===== config.mk =====
export PLATFORM = sky130hd
export DESIGN_NAME = bank16_decoder
export DESIGN_NICKNAME = d
export VERILOG_FILES = /design/src/rtl/bank16_pkg.sv /design/src/rtl/bank16_mode_reg.sv /design/src/rtl/bank16_win_dec.sv /design/src/rtl/bank16_route.sv /design/src/rtl/bank16_addr_form.sv /design/src/rtl/bank16_decoder.sv
export SDC_FILE = /design/constraint.sdc
export NUM_CORES = 1
export LEC_CHECK = 0
export BUFFER_PORTS_ARGS = -buffer_cell sky130_fd_sc_hd__buf_2
export CORE_MARGIN = 1
export CORE_UTILIZATION = 35
export DETAILED_ROUTE_END_ITERATION = 12
export MAX_ROUTING_LAYER = met4
export PLACE_DENSITY = 0.78
export REMOVE_ABC_BUFFERS = 1
export SYNTH_ARGS = -nofsm -noshare
export SYNTH_HDL_FRONTEND = slang
export SYNTH_HIERARCHICAL = 1
export SYNTH_SLANG_ARGS = --single-unit
export TNS_END_PERCENT = 20

===== constraint.sdc =====
create_clock -name clk -period 3.8 [get_ports clk]
set_input_delay 0.57 -clock clk [delete_from_list [all_inputs] [get_ports clk]]
set_output_delay 0.57 -clock clk [all_outputs]
set_load 0.1 [all_outputs]

===== src/rtl/bank16_pkg.sv =====
// bank16_pkg: shared types for the 16K bank decoder.
// Assumes: 16-bit CPU address, I/O page at $DE00-$DFFF.
package bank16_pkg;

    // Address region classes produced by the window decoder
    typedef enum logic [2:0] {
        WIN_NONE = 3'd0,
        WIN_LO   = 3'd1,
        WIN_HI   = 3'd2,
        WIN_IO   = 3'd3,
        WIN_TOP  = 3'd4,
        WIN_REG  = 3'd5
    } win_e;

    // Device targeted by an access
    typedef enum logic [1:0] {
        TGT_NONE  = 2'd0,
        TGT_FLASH = 2'd1,
        TGT_SRAM  = 2'd2
    } tgt_e;

    // Captured single-bit mode flags
    typedef struct packed {
        logic ram_sel;
        logic all_ram;
        logic freeze;
        logic bank_lock;
        logic ctl_en;
        logic regs_en;
        logic fl_wr_en;
        logic rom_lock;
    } mode_t;

    localparam logic [2:0]  SEG_LO   = 3'b100;        // $8000-$9FFF
    localparam logic [2:0]  SEG_HI   = 3'b101;        // $A000-$BFFF
    localparam logic [2:0]  SEG_TOP  = 3'b111;        // $E000-$FFFF
    localparam logic [6:0]  IO_PAGE  = 7'b1101111;    // $DE00-$DFFF
    localparam logic [14:0] CTL_PAIR = 15'h6F00;      // $DE00/$DE01
    localparam logic [13:0] MMC_QUAD = 14'h37C4;      // $DF10-$DF13
    localparam logic [3:0]  MIRROR_HI = 4'hF;         // offset $1E00 in a half

endpackage


===== src/rtl/bank16_mode_reg.sv =====
// bank16_mode_reg: captures the mode flags and the bank bits above A13
// once per clock. Assumes the sources are synchronous to clk.
module bank16_mode_reg #(
    parameter int BANK_W = 6
) (
    input  logic                     clk,
    input  logic                     rst_n,
    input  bank16_pkg::mode_t        mode_d,
    input  logic [BANK_W-2:0]        bank_d,
    output bank16_pkg::mode_t        mode_q,
    output logic [BANK_W-2:0]        bank_q
);
    // Capture configuration, clearing it on synchronous reset
    always_ff @(posedge clk) begin
        if (!rst_n) begin
            mode_q <= '0;
            bank_q <= '0;
        end else begin
            mode_q <= mode_d;
            bank_q <= bank_d;
        end
    end
endmodule


===== src/rtl/bank16_win_dec.sv =====
// bank16_win_dec: classifies a CPU address into a region. Enabled
// register addresses win over the I/O page window. Purely combinational.
module bank16_win_dec (
    input  logic [15:0]         addr,
    input  logic                ctl_en,
    input  logic                regs_en,
    output bank16_pkg::win_e    win
);
    import bank16_pkg::*;

    logic ctl_hit;
    logic mmc_hit;

    // Detect claimed register addresses
    always_comb begin
        ctl_hit = ctl_en  && (addr[15:1] == CTL_PAIR);
        mmc_hit = regs_en && (addr[15:2] == MMC_QUAD);
    end

    // Pick the region, registers first
    always_comb begin
        if (ctl_hit || mmc_hit)            win = WIN_REG;
        else if (addr[15:9] == IO_PAGE)    win = WIN_IO;
        else if (addr[15:13] == SEG_LO)    win = WIN_LO;
        else if (addr[15:13] == SEG_HI)    win = WIN_HI;
        else if (addr[15:13] == SEG_TOP)   win = WIN_TOP;
        else                               win = WIN_NONE;
    end
endmodule


===== src/rtl/bank16_route.sv =====
// bank16_route: chooses the device, the bank half and the mirror flag for
// a region, from the RAM bit, the layout bit and the freeze state.
module bank16_route (
    input  bank16_pkg::win_e    win,
    input  logic                ram_sel,
    input  logic                all_ram,
    input  logic                freeze,
    output bank16_pkg::tgt_e    tgt,
    output logic                half,
    output logic                mirror
);
    import bank16_pkg::*;

    // Region-to-device table for normal and freeze maps
    always_comb begin
        tgt    = TGT_NONE;
        half   = 1'b0;
        mirror = 1'b0;
        unique case (win)
            WIN_LO: begin
                tgt = (freeze || ram_sel) ? TGT_SRAM : TGT_FLASH;
            end
            WIN_HI: begin
                half = 1'b1;
                if (!freeze)
                    tgt = (ram_sel && all_ram) ? TGT_SRAM : TGT_FLASH;
            end
            WIN_IO: begin
                mirror = 1'b1;
                if (freeze)
                    tgt = ram_sel ? TGT_NONE : TGT_FLASH;
                else
                    tgt = ram_sel ? TGT_SRAM : TGT_FLASH;
            end
            WIN_TOP: begin
                half = 1'b1;
                if (freeze)
                    tgt = all_ram ? TGT_FLASH : TGT_SRAM;
            end
            default: tgt = TGT_NONE;
        endcase
    end
endmodule


===== src/rtl/bank16_addr_form.sv =====
// bank16_addr_form: builds the memory address from the bank bits above
// A13, the half select and the in-half offset. The lock clears the lowest
// LOCK_N bank bits. Drives zero when no device is selected.
module bank16_addr_form #(
    parameter int BANK_W = 6,
    parameter int LOCK_N = 2,
    parameter int MEM_AW = 13 + BANK_W
) (
    input  logic [BANK_W-2:0]   bank_hi,
    input  logic                lock,
    input  logic                active,
    input  logic                half,
    input  logic                mirror,
    input  logic [12:0]         off,
    output logic [MEM_AW-1:0]   mem_addr
);
    import bank16_pkg::*;

    logic [BANK_W-2:0] bank_eff;
    logic [12:0]       off_eff;

    // Mask the locked bank bits, pass the rest through
    for (genvar gi = 0; gi < BANK_W - 1; gi++) begin : g_bank
        if (gi < LOCK_N) begin : g_lockable
            assign bank_eff[gi] = bank_hi[gi] & ~lock;
        end else begin : g_free
            assign bank_eff[gi] = bank_hi[gi];
        end
    end

    // Select the mirrored 512-byte offset for the I/O page
    always_comb begin
        off_eff = mirror ? {MIRROR_HI, off[8:0]} : off;
    end

    // Assemble the final address or park it at zero
    always_comb begin
        mem_addr = active ? {bank_eff, half, off_eff} : '0;
    end
endmodule


===== src/rtl/bank16_decoder.sv =====
// bank16_decoder: top of the 16K bank address decoder. Registers the
// mode inputs, then decodes the CPU address combinationally into chip
// selects, the flash write strobe, a register hit and the memory address.
// Assumes cpu_addr/cpu_wr are valid for the whole bus cycle.
module bank16_decoder #(
    parameter int BANK_W = 6,
    parameter int LOCK_N = 2,
    parameter int MEM_AW = 13 + BANK_W
) (
    input  logic              clk,
    input  logic              rst_n,
    input  logic              cfg_ram_sel,
    input  logic              cfg_all_ram,
    input  logic              cfg_freeze,
    input  logic              cfg_bank_lock,
    input  logic              cfg_ctl_en,
    input  logic              cfg_regs_en,
    input  logic              cfg_fl_wr_en,
    input  logic              cfg_rom_lock,
    input  logic [BANK_W-1:0] cfg_bank,
    input  logic [15:0]       cpu_addr,
    input  logic              cpu_wr,
    output logic              flash_cs,
    output logic              sram_cs,
    output logic              flash_we,
    output logic              reg_hit,
    output logic [MEM_AW-1:0] mem_addr
);
    import bank16_pkg::*;

    mode_t             mode_d;
    mode_t             mode_q;
    logic [BANK_W-2:0] bank_q;
    logic              unused_a13;
    win_e              win;
    tgt_e              tgt;
    logic              half;
    logic              mirror;

    // Gather the flag inputs; bank bit A13 plays no part in 16K banking
    always_comb begin
        mode_d = '{ram_sel:   cfg_ram_sel,   all_ram:  cfg_all_ram,
                   freeze:    cfg_freeze,    bank_lock: cfg_bank_lock,
                   ctl_en:    cfg_ctl_en,    regs_en:  cfg_regs_en,
                   fl_wr_en:  cfg_fl_wr_en,  rom_lock: cfg_rom_lock};
    end
    assign unused_a13 = cfg_bank[0];

    bank16_mode_reg #(.BANK_W(BANK_W)) u_mode (
        .clk    (clk),
        .rst_n  (rst_n),
        .mode_d (mode_d),
        .bank_d (cfg_bank[BANK_W-1:1]),
        .mode_q (mode_q),
        .bank_q (bank_q)
    );

    bank16_win_dec u_win (
        .addr    (cpu_addr),
        .ctl_en  (mode_q.ctl_en),
        .regs_en (mode_q.regs_en),
        .win     (win)
    );

    bank16_route u_route (
        .win     (win),
        .ram_sel (mode_q.ram_sel),
        .all_ram (mode_q.all_ram),
        .freeze  (mode_q.freeze),
        .tgt     (tgt),
        .half    (half),
        .mirror  (mirror)
    );

    bank16_addr_form #(.BANK_W(BANK_W), .LOCK_N(LOCK_N), .MEM_AW(MEM_AW)) u_addr (
        .bank_hi  (bank_q),
        .lock     (mode_q.bank_lock),
        .active   (tgt != TGT_NONE),
        .half     (half),
        .mirror   (mirror),
        .off      (cpu_addr[12:0]),
        .mem_addr (mem_addr)
    );

    // Drive the device strobes from the routed target
    always_comb begin
        flash_cs = (tgt == TGT_FLASH);
        sram_cs  = (tgt == TGT_SRAM);
        reg_hit  = (win == WIN_REG);
        flash_we = flash_cs && cpu_wr && mode_q.fl_wr_en && !mode_q.rom_lock;
    end
endmodule


Word-level counts from Yosys, hierarchy flattened
Cells that the tools add are included.

Register bits: 13. Input bits: 33. Output and inout bits: 23. Word-level logic and storage cells: 54.

Eq/ne operators: 13. Multiplexer cells: 18. Bitwise gates (word level): 3. Reduce and logical (&&, ||, !) cells: 11.

Operators with widths (count): 19-bit 2-to-1 mux (1); 15-bit equality test (second input constant) (1); 3-bit equality test (second input constant) (5); 3-bit 2-to-1 mux (5); 14-bit equality test (second input constant) (1); 2-bit 2-to-1 mux (7); 13-bit 2-to-1 mux (1); 2-bit case mux with 4 select lines (1); 7-bit equality test (second input constant) (1); 3-bit by 2-bit equality test with 1-bit output (second input constant) (2); 1-bit logical AND (6); 3-bit by 1-bit equality test with 1-bit output (second input constant) (1); 1-bit 2-to-1 mux (3); 1-bit AND (2); 2-bit by 1-bit equality test with 1-bit output (second input constant) (1); 2-bit equality test (second input constant) (1); 1-bit logical OR (2); 2-bit nonzero test (1); 2-bit OR reduction (1); 1-bit logical NOT (1); 1-bit NOT (1).

Depth between registers and ports, before layout
Gate-level depths: netlist of the first run.

Depth in word-level cells: 12. Gate-level depth with buffers: 10. Gate-level depth less buffers: 8.

Modules after synthesis
The synthesis of the first run kept the hierarchy.

By module, submodules not included: bank16_mode_reg (times used 1, cells each 27, area an instance 364.1 sq um, seq. area each 260.2 sq um); bank16_addr_form (times used 1, cells each 20, area an instance 140.1 sq um, seq. area each 0.0 sq um); bank16_route (times used 1, cells each 20, area an instance 125.1 sq um, seq. area each 0.0 sq um); bank16_win_dec (times used 1, cells each 14, area an instance 97.6 sq um, seq. area each 0.0 sq um); bank16_decoder (times used 1, cells each 6, area an instance 46.3 sq um, seq. area each 0.0 sq um).

Worst setup path before layout of the first run
OpenSTA, ideal clock, no wires.

Kind: input-to-output. From: in cpu_addr[1]. To: out flash_we. Arrival time: 3659 ps. Data required time: 3230 ps. Slack: -429 ps. Stages on the path: 8. Path through: or4b_1 a2111o_1 and3_1 buf_2 nor4_1 or3_1 nor2b_4 and4b_1.

Word-level cells in the longest chain between the ends: 10. Elaborated cells on any way between the ends: 13. Classes of those cells: eq/ne: 6; mux: 2; reduce/logical: 5.

Ends and longest elaborated chain: start, declared (line bank16_decoder.sv:21) `input logic [15:0] cpu_addr,`; 15-bit equality test * (line bank16_win_dec.sv:16) `ctl_hit = ctl_en && (addr[15:1] == CTL_PAIR);`; 1-bit logical AND * (line bank16_win_dec.sv:16); 1-bit logical OR * (line bank16_win_dec.sv:22) `if (ctl_hit || mmc_hit) win = WIN_REG;`; 3-bit 2-to-1 mux * (line bank16_win_dec.sv:22); net win[1] (line bank16_decoder.sv:35) `win_e win;`; 3-bit equality test (tied with other cells) (line bank16_route.sv:19) `unique case (win)`; 2-bit case mux with 4 select lines * (line bank16_route.sv:19); net tgt[0] (line bank16_decoder.sv:36) `tgt_e tgt;`; 2-bit by 1-bit equality test with 1-bit output * (line bank16_decoder.sv:87) `flash_cs = (tgt == TGT_FLASH);`; net flash_cs (line bank16_decoder.sv:23) `output logic flash_cs,`; 1-bit logical AND * (3 in a row) (line bank16_decoder.sv:90) `flash_we = flash_cs && cpu_wr && mode_q.fl_wr_en && !mode_q.rom_lock;`; end, declared (line bank16_decoder.sv:25) `output logic flash_we,`.

Mark *: on every way through the listed nets, which the timed path passes. The rest lies on a longest branch.

Worst setup path after layout of the first run
From: in cpu_addr[1]. To: out mem_addr[15].

Word-level cells in the longest chain between the ends: 8. Elaborated cells on any way between the ends: 11. Classes of those cells: eq/ne: 5; mux: 3; reduce/logical: 3.

Ends and longest elaborated chain: 15-bit equality test * (line bank16_win_dec.sv:16); 1-bit logical AND * (line bank16_win_dec.sv:16); 1-bit logical OR * (line bank16_win_dec.sv:22); 3-bit 2-to-1 mux * (line bank16_win_dec.sv:22); net win[1] (line bank16_decoder.sv:35); 3-bit equality test (tied with other cells) (line bank16_route.sv:19); 2-bit case mux with 4 select lines * (line bank16_route.sv:19); net tgt[0] (line bank16_decoder.sv:36); 2-bit nonzero test * (line bank16_decoder.sv:78) `.active (tgt != TGT_NONE),`; 19-bit 2-to-1 mux * (line bank16_addr_form.sv:38) `mem_addr = active ? {bank_eff, half, off_eff} : '0;`; end, declared (line bank16_decoder.sv:27) `output logic [MEM_AW-1:0] mem_addr`.

Marked as above.

==> impl_metrics.yaml, run 1 <==
synthesis:
  postSynthAreaPerCell_um2: 8.89
  postSynthRegisterBits: 13
  async_reset_ff_frac: 0
  synth_cell_types: 32
  edff_count_synth: 0
  synthFlopType: "sky130_fd_sc_hd__dfxtp_1"
  netlist_instances: 87
  yosys_warnings: 6
  sequential_area_share_after_synthesis: 0.337
  post_synth_instance_area_um2: 773
global_routing:
  largest_net_degree_at_the_start_of_global_routing: 20
  grt_pass1_wl_um: 3120
  initial_antenna_violation_count: 0
  overall_routing_resource_usage: 0.173
  vias_in_the_first_global_route: 817
  grt_remaining_overflow: 0
clocking:
  tritoncts: "done"
  root_buffer_selected_by_cts: "sky130_fd_sc_hd__clkbuf_4"
  cts_num_sinks: 13
  tritoncts.num_buffers: 3
  clock_tree.buffer_depth: 2
  cts_post_setup_buffers_inserted: 0
  clock_tree.htree_level_count: 1
  clk_transition_reported_paths_ns: 0.07
floorplanning:
  die_x_um: 49
  die_area_um2: 2400
  core_um2: 2020
  top_level_ports: 56
  die_h_um: 49
  effective_utilization_at_floorplan: 0.382
  floorplan.rows: 16
final_layout:
  post_route_cells_drive_above_1_share: 0.563
  antennaDiodeCount: 0
  seqCellArea_um2: 260
  multi_input_area_um2: 509
  design.final.nets: 185
  layoutNonFillerInstCount: 178
  layout.core_utilization: 0.694
  syn2layout_area_growth_pct: 81.6
  fillCellCount: 158
sta:
  finalWorstPathRequiredPeriod_ns: 3.77
  max-slew-margin-rel: 0.676
  holdWs_ns: 0.504
  final.period_utilization: 0.991
  hold_viol_final: 0
  setup_slack_ns: 0.0340
  setup_viol_count_final: 0
  grt_setup_unrepaired: "yes"
  worst-slew-pin-transition_ns: 0.489
  fmax_mhz: 266
  timing_max_transition_violations_final: 0
  timing.setup.tns_ns: 0
pwr:
  cellLeakagePower_uw: 0.000663
  cellInternalPower_uw: 267
  power_frac_comb: 0.505
  p_clk_frac: 0.178
  powerDensity_nw_per_um2: 327
  max-vdd-ir-drop_uv: 318
  net_switching_power_of_the_design_uw: 193
  p_sw_frac: 0.420
  pwr-share-seq: 0.317
placement:
  place.gp.congestion: 0.663
  portBuffers: 54
  placed_cells_incl_taps: 173
  dp_hpwl_um: 1600
  dpl_worst_slack_ns: -0.173
setup_path:
  timing.critical_path.arrival_ns: 3.20
  setup.worst_path.start_class: "input pin"
  maximum_fanout_along_the_worst_path: 10
  timing_worst_setup_path_type: "input pin to output pin"
  critical_path.startpoint: "cpu_addr[1]"
  worst_ep_required_time_ns: 3.23
  worstSetupEndpointType: "output pin"
min_path:
  worst_hold_path_type: "input pin to register"
  min_from: "cfg_ram_sel"
routing:
  ant_nets: 0
  totalWireLength_um: 2090
  post_drt_wl_per_cell_um: 11.8
  vias: 870
  drc_errors: 0
  route.detailed.vias_per_inst: 4.89
  detail_route.iter0.violations: 7
  drt-pass1-iter-count: 4
job:
  drv.max_cap_violation_count: 0
status:
  result_of_the_run: "complete, no violations"
critical path, cell delays in order:
cell and delay, ns:
sky130_fd_sc_hd__buf_2 0.10, sky130_fd_sc_hd__or4b_1 0.52, sky130_fd_sc_hd__a2111o_1 0.45, sky130_fd_sc_hd__and3_2 0.26, sky130_fd_sc_hd__o21bai_1 0.13, sky130_fd_sc_hd__a211oi_1 0.11, sky130_fd_sc_hd__or3_4 0.36, sky130_fd_sc_hd__or2_4 0.30
sky130_fd_sc_hd__and3b_1 0.21, sky130_fd_sc_hd__buf_6 0.18
registers in the layout, indices dropped and copies added, names as in the netlist:
register / count
u_mode/mode_q: 8
u_mode/bank_q: 5
power groups by stage:
stage | Sequential (uW) | Clock (uW) | Combinational (uW)
final | 146 | 81.8 | 232
after CTS | 146 | 85.9 | 226
after floorplan | 148 | 0 | 142
after global placement | 149 | 0 | 216
after detailed placement | 149 | 0 | 221
after global routing | 147 | 90.0 | 241
cell usage after synthesis, types with 2 or more instances:
library cell / count / share of area
sky130_fd_sc_hd__nor2_1: 3 / 0.015
sky130_fd_sc_hd__and4b_1: 2 / 0.026
sky130_fd_sc_hd__buf_2: 2 / 0.013
sky130_fd_sc_hd__or4b_1: 3 / 0.039
sky130_fd_sc_hd__o21a_1: 4 / 0.039
sky130_fd_sc_hd__nand3_1: 2 / 0.013
sky130_fd_sc_hd__a21oi_1: 2 / 0.013
sky130_fd_sc_hd__dfxtp_1: 13 / 0.34
sky130_fd_sc_hd__and2_2: 9 / 0.087
sky130_fd_sc_hd__buf_6: 2 / 0.029
sky130_fd_sc_hd__nand2b_1: 2 / 0.016
sky130_fd_sc_hd__nand2_1: 5 / 0.024
sky130_fd_sc_hd__and2_1: 17 / 0.14
sky130_fd_sc_hd__and3b_1: 3 / 0.034
kinds of logic (layout without fill, tap and decap cells):
family,Yosys count,in the layout,share of synthesized area
AOI/OAI and AO/OA,11,11,0.104
xor gates and xnor gates,1,1,0.0113
buffers and inverters,6,69,0.0566
DFF,13,13,0.337
muxes,1,1,0.0129
and+or+nand+nor,55,56,0.479
stage by stage:
step	total power, uW	area, um^2
after floorplan	290	733
after CTS	458	1360
after detailed placement	370	1310
final	460	1400
after global routing	478	1400
after global placement	365	1310
metal layers:
layer,up-vias,track usage,share of wire
met1,383,0.161,0.38
met5,-,-,0
met3,10,0.0312,0.078
li1,426,-,-
met2,51,0.322,0.50
met4,0,0.108,0.039
layout by cell type, fill, tap and decap left out:
cell	netlist	layout
sky130_fd_sc_hd__a21oi_1	2	2
sky130_fd_sc_hd__buf_4	1	17
sky130_fd_sc_hd__nand2_1	5	5
sky130_fd_sc_hd__a2111o_1	1	1
sky130_fd_sc_hd__buf_6	2	2
sky130_fd_sc_hd__o32ai_2	0	1
sky130_fd_sc_hd__nand4_1	1	1
sky130_fd_sc_hd__buf_12	0	13
sky130_fd_sc_hd__buf_2	2	32
sky130_fd_sc_hd__o21a_1	4	4
sky130_fd_sc_hd__and2_2	9	9
sky130_fd_sc_hd__and2b_2	1	1
sky130_fd_sc_hd__nor4_4	0	1
sky130_fd_sc_hd__and2_1	17	17
sky130_fd_sc_hd__clkbuf_4	0	3
sky130_fd_sc_hd__and4b_1	2	2
sky130_fd_sc_hd__nor2_2	1	1
sky130_fd_sc_hd__dfxtp_1	13	13
sky130_fd_sc_hd__o21ai_0	1	1
sky130_fd_sc_hd__and3_2	0	1
sky130_fd_sc_hd__o21bai_1	1	1
sky130_fd_sc_hd__or2_4	0	2
sky130_fd_sc_hd__and3b_1	3	3
sky130_fd_sc_hd__mux2i_1	1	1
sky130_fd_sc_hd__or3_4	0	1
sky130_fd_sc_hd__or2b_1	1	1
sky130_fd_sc_hd__xnor2_1	1	1
sky130_fd_sc_hd__nand3_1	2	2
sky130_fd_sc_hd__nand2b_1	2	2
sky130_fd_sc_hd__nor2b_4	1	1
sky130_fd_sc_hd__clkbuf_1	0	1
sky130_fd_sc_hd__inv_1	1	1
sky130_fd_sc_hd__or4b_1	3	3
sky130_fd_sc_hd__nor2_1	3	3
sky130_fd_sc_hd__a211oi_1	1	1
final timing paths:
path,endpoint,depth (start not counted)
setup / recovery,mem_addr[15],10
hold / removal,u_mode/mode_q[7],2
what timing repair did:
item,in CTS,in global routing
pin swaps,0,3
gates cloned,0,1
endpoints found under the setup margin,19,16
gates resized for setup,11,7
hold buffers,0,0
cell type report:
| type | instances | share of cell area |
|---|---|---|
| Inverter | 1 | 0.00267 |
| Timing Repair Buffer | 64 | 0.406 |
| Sequential cell | 13 | 0.185 |
| Clock buffer | 4 | 0.0187 |
| Multi-Input combinational cell | 69 | 0.363 |
| Tap cell | 27 | 0.0241 |
Power figures use the tool's default switching activity.
==> inputs of run 2 (changes only) <==
Clock period 3.8 ns to 4.2 ns, I/O delays scaled along.
==> run 2 against run 1 <==
Utilization fell by 8.2 points. Via count down 7.2%. Critical path depth shrank 1. Setup slack improved by 0.22 ns. First-iteration DRC count unchanged. Sequential share of layout area up 2.5 points.
==> impl_metrics.yaml, run 2 (same netlist as run 1, synthesis figures left out) <==
final_layout:
  post_route_cells_drive_above_1_share: 0.510
  layout.core_utilization: 0.613
  antennaDiodeCount: 0
  largest_register_ff_count: 8
  fillCellCount: 178
  syn2layout_area_growth_pct: 60.2
  layout_top_registers: "u_mode/mode_q: 8 flops, u_mode/bank_q: 5 flops"
  design.final.nets: 177
  commonest_non_fill_non_tap_cells_in_the_layout: "sky130_fd_sc_hd__buf_2, sky130_fd_sc_hd__and2_1, sky130_fd_sc_hd__dfxtp_1"
  largest-register: "u_mode/mode_q"
  layout_commonest_cell: "sky130_fd_sc_hd__buf_2"
sta:
  hold_viol_final: 0
  fmax_mhz: 253
  setup_slack_ns: 0.251
  setup_viol_count_final: 0
  holdWs_ns: 0.562
  timing_max_transition_violations_final: 0
  finalWorstPathRequiredPeriod_ns: 3.95
  grt_setup_unrepaired: "no"
  max-slew-margin-rel: 0.566
  worst-slew-pin-transition_ns: 0.651
  final.period_utilization: 0.940
pwr:
  finalPower_uw: 396
  powerDensity_nw_per_um2: 319
  max-vdd-ir-drop_uv: 229
  cellLeakagePower_uw: 0.000613
clocking:
  clk_transition_reported_paths_ns: 0.07
  root_buffer_selected_by_cts: "sky130_fd_sc_hd__clkbuf_4"
  tritoncts.num_buffers: 3
  hold_buffers: 0
  cts_num_sinks: 13
  clock_tree.htree_level_count: 1
  clock_tree.buffer_depth: 2
  cts.repair.resized: 0
  cts_post_setup_buffers_inserted: 0
  tritoncts: "done"
job:
  drv.max_cap_violation_count: 0
setup_path:
  worst_path_max_delay_cell: "sky130_fd_sc_hd__or4b_1"
  worst_ep_required_time_ns: 3.57
  critical_path.cell_chain: "buf_2 > or4b_1 > a2111o_1 > and3_1 > and4b_1 > or3_1 > or2_4 > and3b_1 > buf_2"
  worstSetupEndpointType: "output pin"
  timing.critical_path.mode_cell: "sky130_fd_sc_hd__buf_2"
  maximum_fanout_along_the_worst_path: 19
  timing_worst_setup_path_type: "input pin to output pin"
  critical-path-max-stage-delay_ns: 0.52
  timing.critical_path.arrival_ns: 3.32
  setup.worst_path.start_class: "input pin"
global_routing:
  grt_remaining_overflow: 0
  largest_net_degree_at_the_start_of_global_routing: 20
  overall_routing_resource_usage: 0.163
  initial_antenna_violation_count: 0
  vias_in_the_first_global_route: 806
  grt_pass1_wl_um: 2970
status:
  result_of_the_run: "complete, no violations"
routing:
  route.detailed.vias_per_inst: 4.75
  met2_length_um: 883
  post_drt_wl_per_cell_um: 10.4
  met3_wl_post_dr_um: 152
  ant_nets: 0
  drc_errors: 0
  vias: 807
  detail_route.iter0.violations: 7
  totalWireLength_um: 1770
  routed.top_layer: "met4"
  wirelength_met1_um: 696
  drt-pass1-iter-count: 4
min_path:
  min_from: "cfg_all_ram"
  min_delay_path_depth: 2
  holdPathEnd: "u_mode/mode_q[6]"
  worst_hold_path_type: "input pin to register"
placement:
  place.gp.congestion: 0.667
  dp_hpwl_um: 1470
  portBuffers: 54
  dpl_worst_slack_ns: 0.123
floorplanning:
  effective_utilization_at_floorplan: 0.382
  top_level_ports: 56
  floorplan.rows: 16
  die_h_um: 49
  die_area_um2: 2400
  die_x_um: 49
  core_um2: 2020
[run 2: area by class of cell]
cell class | count | area, um^2 | share of cell area
well taps | 27 | 33.8 | 0.0273
repair buffers | 57 | 443 | 0.358
inverters | 1 | 3.75 | 0.00303
clock buffers | 4 | 26.3 | 0.0212
multi-input cells | 68 | 472 | 0.381
flip-flops and latches | 13 | 260 | 0.210
[run 2: power by group]
group | leakage, uW | switching [uW] | internal, uW
Sequential | 0.000108 | 2.12 | 130
Combinational | 0.000489 | 129 | 59.5
Clock | 0.0000150 | 38.5 | 36.8
Total | 0.000613 | 169 | 226
[run 2: critical path, delay by kind of cell]
family | cells | cell delay, ns
buffers and inverters | 2 | 0.41
AOI/OAI and AO/OA | 1 | 0.41
and+or+nand+nor | 6 | 1.86
[run 2: through the flow]
stage / TNS, ns / area, um^2 / std cells
after floorplan: -0.0880 / 733 / 82
after global placement: 0 / 1210 / 166
after detailed placement: 0 / 1210 / 166
after CTS: 0 / 1240 / 170
after global routing: 0 / 1240 / 170
final: 0 / 1240 / 170
[run 2: how the worst max path moves through the flow]
stage | from | end | slack [ns] | cells past startpoint
after detailed placement | cpu_addr[13] | mem_addr[15] | 0.12 | 9
after global placement | cpu_addr[1] | mem_addr[15] | 0.16 | 9
final | cpu_addr[13] | mem_addr[14] | 0.25 | 9
after floorplan | cpu_addr[1] | flash_we | -0.09 | 7
after global routing | cpu_addr[1] | mem_addr[14] | 0.12 | 10
after CTS | cpu_addr[13] | mem_addr[15] | 0.11 | 9
[run 2: layer usage]
| metal | vias to the layer above | global-route usage |
|---|---|---|
| met5 | - | - |
| met4 | 0 | 0.103 |
| met3 | 4 | 0.0249 |
| met2 | 43 | 0.315 |
| met1 | 350 | 0.144 |
| li1 | 410 | - |
